### config.mk
export PLATFORM = sky130hd
export DESIGN_NAME = gate_window_gen
export DESIGN_NICKNAME = d
export VERILOG_FILES = /design/src/rtl/gwin_pkg.sv /design/src/rtl/gwin_ref_sync.sv /design/src/rtl/gwin_decade.sv /design/src/rtl/gwin_prio_sel.sv /design/src/rtl/gate_window_gen.sv
export SDC_FILE = /design/constraint.sdc
export NUM_CORES = 1
export LEC_CHECK = 0
export ABC_AREA = 0
export BUFFER_PORTS_ARGS = -buffer_cell sky130_fd_sc_hd__buf_2
export CORE_MARGIN = 10
export CORE_UTILIZATION = 45
export DETAILED_ROUTE_END_ITERATION = 10
export GPL_ROUTABILITY_DRIVEN = 0
export HOLD_SLACK_MARGIN = 0.15
export PLACE_DENSITY_LB_ADDON = 0.08
export SLEW_MARGIN = 25
export SYNTH_ARGS = -nofsm -noshare
export SYNTH_HDL_FRONTEND = slang
export SYNTH_SLANG_ARGS = --single-unit
### constraint.sdc
create_clock -name clk -period 3.7 [get_ports clk]
set_input_delay 0.185 -clock clk [delete_from_list [all_inputs] [get_ports clk]]
set_output_delay 0.185 -clock clk [all_outputs]
set_load 0.005 [all_outputs]
### src/rtl/gwin_pkg.sv
package gwin_pkg;
    typedef enum logic [1:0] {
        ST_SEEK_LOW = 2'd0,
        ST_ARMED    = 2'd1,
        ST_OPEN     = 2'd2,
        ST_DONE     = 2'd3
    } gwin_state_e;
endpackage

### src/rtl/gwin_ref_sync.sv
module gwin_ref_sync #(
    parameter int STAGES = 2
) (
    input  logic clk,
    input  logic rst,
    input  logic ref_in,
    output logic level,
    output logic rise
);
    typedef struct packed {
        logic [STAGES-1:0] pipe;
        logic              prev;
    } sync_t;

    sync_t s_d, s_q;

    // Reset loads ones so that a reference already high at release looks steady.
    always_comb begin
        s_d      = s_q;
        s_d.pipe = {s_q.pipe[STAGES-2:0], ref_in};
        s_d.prev = s_q.pipe[STAGES-1];
        if (rst) begin
            s_d.pipe = '1;
            s_d.prev = 1'b1;
        end
    end

    always_ff @(posedge clk) begin
        s_q <= s_d;
    end

    assign level = s_q.pipe[STAGES-1];
    assign rise  = s_q.pipe[STAGES-1] & ~s_q.prev;
endmodule

### src/rtl/gwin_decade.sv
module gwin_decade #(
    parameter int RATIO = 10,
    localparam int W    = $clog2(RATIO)
) (
    input  logic         clk,
    input  logic         rst,
    input  logic         clr,
    input  logic         adv,
    output logic [W-1:0] digit,
    output logic         at_last
);
    localparam logic [W-1:0] LAST = W'(RATIO - 1);

    typedef struct packed {
        logic [W-1:0] cnt;
    } dec_t;

    dec_t d_d, d_q;

    always_comb begin
        d_d = d_q;
        if (rst || clr) begin
            d_d.cnt = '0;
        end else if (adv) begin
            d_d.cnt = (d_q.cnt == LAST) ? '0 : d_q.cnt + 1'b1;
        end
    end

    always_ff @(posedge clk) begin
        d_q <= d_d;
    end

    assign digit   = d_q.cnt;
    assign at_last = (d_q.cnt == LAST);
endmodule

### src/rtl/gwin_prio_sel.sv
module gwin_prio_sel #(
    parameter int N     = 3,
    localparam int IW   = (N > 1) ? $clog2(N) : 1
) (
    input  logic [N-1:0]  req,
    output logic          valid,
    output logic [IW-1:0] idx
);
    // Scan from the top down so the lowest set bit is written last and wins.
    always_comb begin
        valid = 1'b0;
        idx   = '0;
        for (int i = N - 1; i >= 0; i--) begin
            if (req[i]) begin
                valid = 1'b1;
                idx   = IW'(i);
            end
        end
    end
endmodule

### src/rtl/gate_window_gen.sv
module gate_window_gen #(
    parameter int SYNC_STAGES = 2,
    parameter int DEC_RATIO   = 10,
    parameter int DEC_STAGES  = 2,
    localparam int NUM_SEL    = DEC_STAGES + 1,
    localparam int IDX_W      = $clog2(NUM_SEL),
    localparam int DIG_W      = $clog2(DEC_RATIO)
) (
    input  logic               clk,
    input  logic               rst,
    input  logic               ref_pulse,
    input  logic [NUM_SEL-1:0] gate_sel,
    output logic               gate,
    output logic               ready
);
    import gwin_pkg::*;

    typedef struct packed {
        gwin_state_e      state;
        logic [IDX_W-1:0] mult;
        logic             gate;
        logic             ready;
    } ctl_t;

    ctl_t st_d, st_q;

    logic             ref_level;
    logic             ref_rise;
    logic             sel_valid;
    logic [IDX_W-1:0] sel_idx;
    logic [DEC_STAGES-1:0] dig_last;
    logic [NUM_SEL-1:0]    prefix;
    logic [DEC_STAGES*DIG_W-1:0] dig_flat;
    logic             open_evt;
    logic             close_evt;
    logic             run_rise;

    gwin_ref_sync #(.STAGES(SYNC_STAGES)) u_sync (
        .clk    (clk),
        .rst    (rst),
        .ref_in (ref_pulse),
        .level  (ref_level),
        .rise   (ref_rise)
    );

    gwin_prio_sel #(.N(NUM_SEL)) u_sel (
        .req   (gate_sel),
        .valid (sel_valid),
        .idx   (sel_idx)
    );

    assign run_rise  = ref_rise && (st_q.state == ST_OPEN);
    assign open_evt  = ref_rise && (st_q.state == ST_ARMED) && sel_valid;
    assign close_evt = run_rise && prefix[st_q.mult];

    // prefix[k]: every stage below k sits at its last value.
    assign prefix[0] = 1'b1;

    for (genvar j = 0; j < DEC_STAGES; j++) begin : g_dec
        gwin_decade #(.RATIO(DEC_RATIO)) u_dec (
            .clk     (clk),
            .rst     (rst),
            .clr     (open_evt),
            .adv     (run_rise && !close_evt && prefix[j]),
            .digit   (dig_flat[j*DIG_W +: DIG_W]),
            .at_last (dig_last[j])
        );
        assign prefix[j+1] = prefix[j] & dig_last[j];
    end

    always_comb begin
        st_d = st_q;
        unique case (st_q.state)
            ST_SEEK_LOW: begin
                if (!ref_level) st_d.state = ST_ARMED;
            end
            ST_ARMED: begin
                if (open_evt) begin
                    st_d.state = ST_OPEN;
                    st_d.mult  = sel_idx;
                    st_d.gate  = 1'b1;
                end
            end
            ST_OPEN: begin
                if (close_evt) begin
                    st_d.state = ST_DONE;
                    st_d.gate  = 1'b0;
                    st_d.ready = 1'b1;
                end
            end
            ST_DONE: begin
                st_d = st_q;
            end
            default: st_d.state = ST_SEEK_LOW;
        endcase
        if (rst) begin
            st_d.state = ST_SEEK_LOW;
            st_d.mult  = '0;
            st_d.gate  = 1'b0;
            st_d.ready = 1'b0;
        end
    end

    always_ff @(posedge clk) begin
        st_q <= st_d;
    end

    assign gate  = st_q.gate;
    assign ready = st_q.ready;
endmodule

==> qor.yml <==
critical_path:
  crit_path_end_kind: "register"
  reg2regPathDepth: 6
  worst-setup-path-type: "reg2reg"
  critical_path_peak_fanout: 8
  cp.arrival_ns: 2.04
  regToRegSetupSlack_ns: 1.89
  worstReg2RegStart: "st_q[4]"
  start_kind: "register"
  critical_path_required_ns: 3.93
  reg2reg_to: "g_dec[1].u_dec.digit[3]"
hold_path:
  hp-start: "gate_sel[1]"
  holdPathStages: 3
  hold_path_end: "st_q[2]"
  hold_path_class: "in2reg"
placement:
  dp_hpwl_um: 1430
  io_buffers: 7
die:
  die_h_um: 66.1
  coreArea_mm2: 0.00198
  fp.dieW_um: 66.1
  die_area_mm2: 0.00437
  initial_core_util: 0.482
  rows: 16
  num_io_pins: 8
layout:
  finalNetCount: 135
  multi_input_area_um2: 582
  nFillCells: 206
  drive_above_1_share: 0.146
  antenna_cells: 0
  area_growth_pct: 11.6
  register_area_um2: 340
yosys:
  synth.yosys.seq_area_share: 0.356
  ys_warn_count: 0
  synthesis.area_um2: 956
  yosysTopAreaCell: "dfxtp_1"
  avgSynthCellArea_um2: 8.61
  netlist-cell-type-count: 37
  netlist_top_cells_area: "dfxtp_1 (36%), ha_1 (6.5%), a21oi_1 (5.2%), o21ai_0 (4.7%), mux2i_1 (3.1%)"
  synth-seq-cells: 17
  synth_top_area_share: 0.356
  synth.net_count: 122
  synthCells: 111
timing:
  max_freq_mhz: 551
  whs_ns: 0.172
  worst_pin_slew_ns: 0.669
  rsz0062_at_grt: "false"
  fin_crit_sh: 0.490
  setup_viol: 0
  slew_viol_final: 0
  hold_viol: 0
  period_minus_slack_ns: 1.81
  fin_setup_tns_ns: 0
  fin_skew_ns: 0.00406
  slew-limit-headroom: 0.549
clocking:
  ctsHoldBuffers: 2
  path_clk_slew_ns: 0.10
  clk_latency_ns: 0.29
  numCtsBuffers: 3
  clk_path_buf_depth: 2
  cts.root.buffer_cell: "clkbuf_4"
  postCtsSetupBuffers: 0
  cts_tree: "done"
  ctsResizeCount: 0
  cts.sinks: 17
  h-tree-depth: 1
power_and_ir_drop:
  p_leak_nw: 0.369
  ir_worst_vdd_v: 0.000230
  powerDensity_mw_per_mm2: 329
detailed_routing:
  first_pass_iters: 4
  wl_per_cell_um: 12.7
  drcViolationCount: 0
  vias: 810
  finalWirelength_um: 1900
  vias_per_cell: 5.40
  drt_iter0_drc: 11
  ant_nets: 0
global_routing:
  grt_pass1_wl_um: 3190
  grt_pass1_vias: 721
  overflow: 0
  grt_usage: 0.0935
  grt_start_max_net_pins: 10
  antenna_found_initial: 0
job:
  drv_cap: 0
run_status:
  status: "finished, final reports clean"
where the power goes:
| group | switching [W] | internal [W] |
|---|---|---|
| registers | 0.00000666 | 0.000189 |
| clock network | 0.0000589 | 0.0000420 |
| logic | 0.0000290 | 0.0000255 |
metrics by stage:
stage / utilization / std cells / cell area (µm²) / total power [W] / setup WS (ns)
6_report: 0.539 / 150 / 1070 / 0.000351 / 1.89
3_5_place_dp: 0.515 / 144 / 1020 / 0.000252 / 1.90
4_1_cts: 0.539 / 150 / 1070 / 0.000358 / 1.87
5_1_grt: 0.539 / 150 / 1070 / 0.000373 / 1.77
2_1_floorplan: - / 111 / 956 / 0.000238 / 2.03
3_3_place_gp: 0.515 / 144 / 1020 / 0.000251 / 1.96
state kept, by name, summed over array words and instances, names as in the netlist:
register	count
g_dec.u_dec.digit	8
st_q	4
u_sync.s_q	2
gate	1
ready	1
u_sync.level	1
Yosys cell counts, drive strengths merged:
cell type and number:
nand4 1, a21oi 10, clkbuf 1, o31ai 2, a21o 1, nand2b 4, ha 5, or2 3
nor2b 2, inv 8, mux2 1, nand4b 1, dfxtp 17, and2 1, nor3 5, a211oi 1
o311ai 1, or3 3, xnor2 1, o21ai 9, or4b 1, nor4 2, o21a 1, a31oi 1
o2111ai 1, nor2 8, nand2 7, nand4bb 2, nand3b 2, o2111a 1, and3b 1, o211ai 3
nand3 1, mux2i 3
worst max path at each step:
stage                  from                      end  cells past startpoint
CTS                 st_q[4]  g_dec[1].u_dec.digit[3]                      6
global placement    st_q[4]  g_dec[1].u_dec.digit[3]                      6
global route        st_q[4]  g_dec[0].u_dec.digit[3]                      6
floorplan           st_q[4]  g_dec[1].u_dec.digit[3]                      6
detailed placement  st_q[4]  g_dec[1].u_dec.digit[3]                      6
finish              st_q[4]  g_dec[1].u_dec.digit[3]                      6
kinds of logic (layout without fill, tap and decap cells):
group,Yosys count,in the layout,share of synthesized area
and+or+nand+nor,44,44,0.285
buffers and inverters,9,21,0.0353
muxes,4,4,0.0432
AOI/OAI and AO/OA,31,31,0.205
adders and majority gates,5,5,0.0654
DFF,17,17,0.356
xor gates and xnor gates,1,1,0.00916
metal layers:
layer  vias up  routed length [µm]  track usage
li1        430                   -            -
met1       362                 971        0.116
met2        13                 813        0.134
met3         5                  65       0.0288
met4         0                  50       0.0628
met5         -                   0            0
final cells by class:
| class | count | area share |
|---|---|---|
| repair buffers | 9 | 0.0516 |
| flip-flops and latches | 17 | 0.319 |
| multi-input cells | 85 | 0.545 |
| clock buffers | 4 | 0.0246 |
| well taps | 27 | 0.0317 |
| inverters | 8 | 0.0281 |
placed cells by master (no fill, tap or decap), types with 2 or more instances in the layout:
| cell | Yosys | final |
|---|---|---|
| buf_2 | 0 | 7 |
| nor2_1 | 8 | 8 |
| inv_1 | 8 | 8 |
| nand3b_1 | 2 | 2 |
| nor3_1 | 5 | 5 |
| dlygate4sd3_1 | 0 | 2 |
| o211ai_1 | 2 | 2 |
| dfxtp_1 | 17 | 17 |
| a21oi_1 | 10 | 10 |
| nand2_1 | 7 | 7 |
| or3_1 | 2 | 2 |
| nor4_1 | 2 | 2 |
| mux2i_1 | 3 | 3 |
| or2_2 | 3 | 3 |
| clkbuf_4 | 0 | 3 |
| nand2b_1 | 4 | 4 |
| ha_1 | 5 | 5 |
| o31ai_1 | 2 | 2 |
| nor2b_1 | 2 | 2 |
| o21ai_0 | 9 | 9 |
critical path, stage by stage (launching register included):
cell     delay, ns
dfxtp_1       0.36
inv_1         0.11
ha_1          0.30
inv_1         0.07
or3_4         0.42
or3_1         0.35
a31oi_1       0.15
Power figures use the tool's default switching activity.
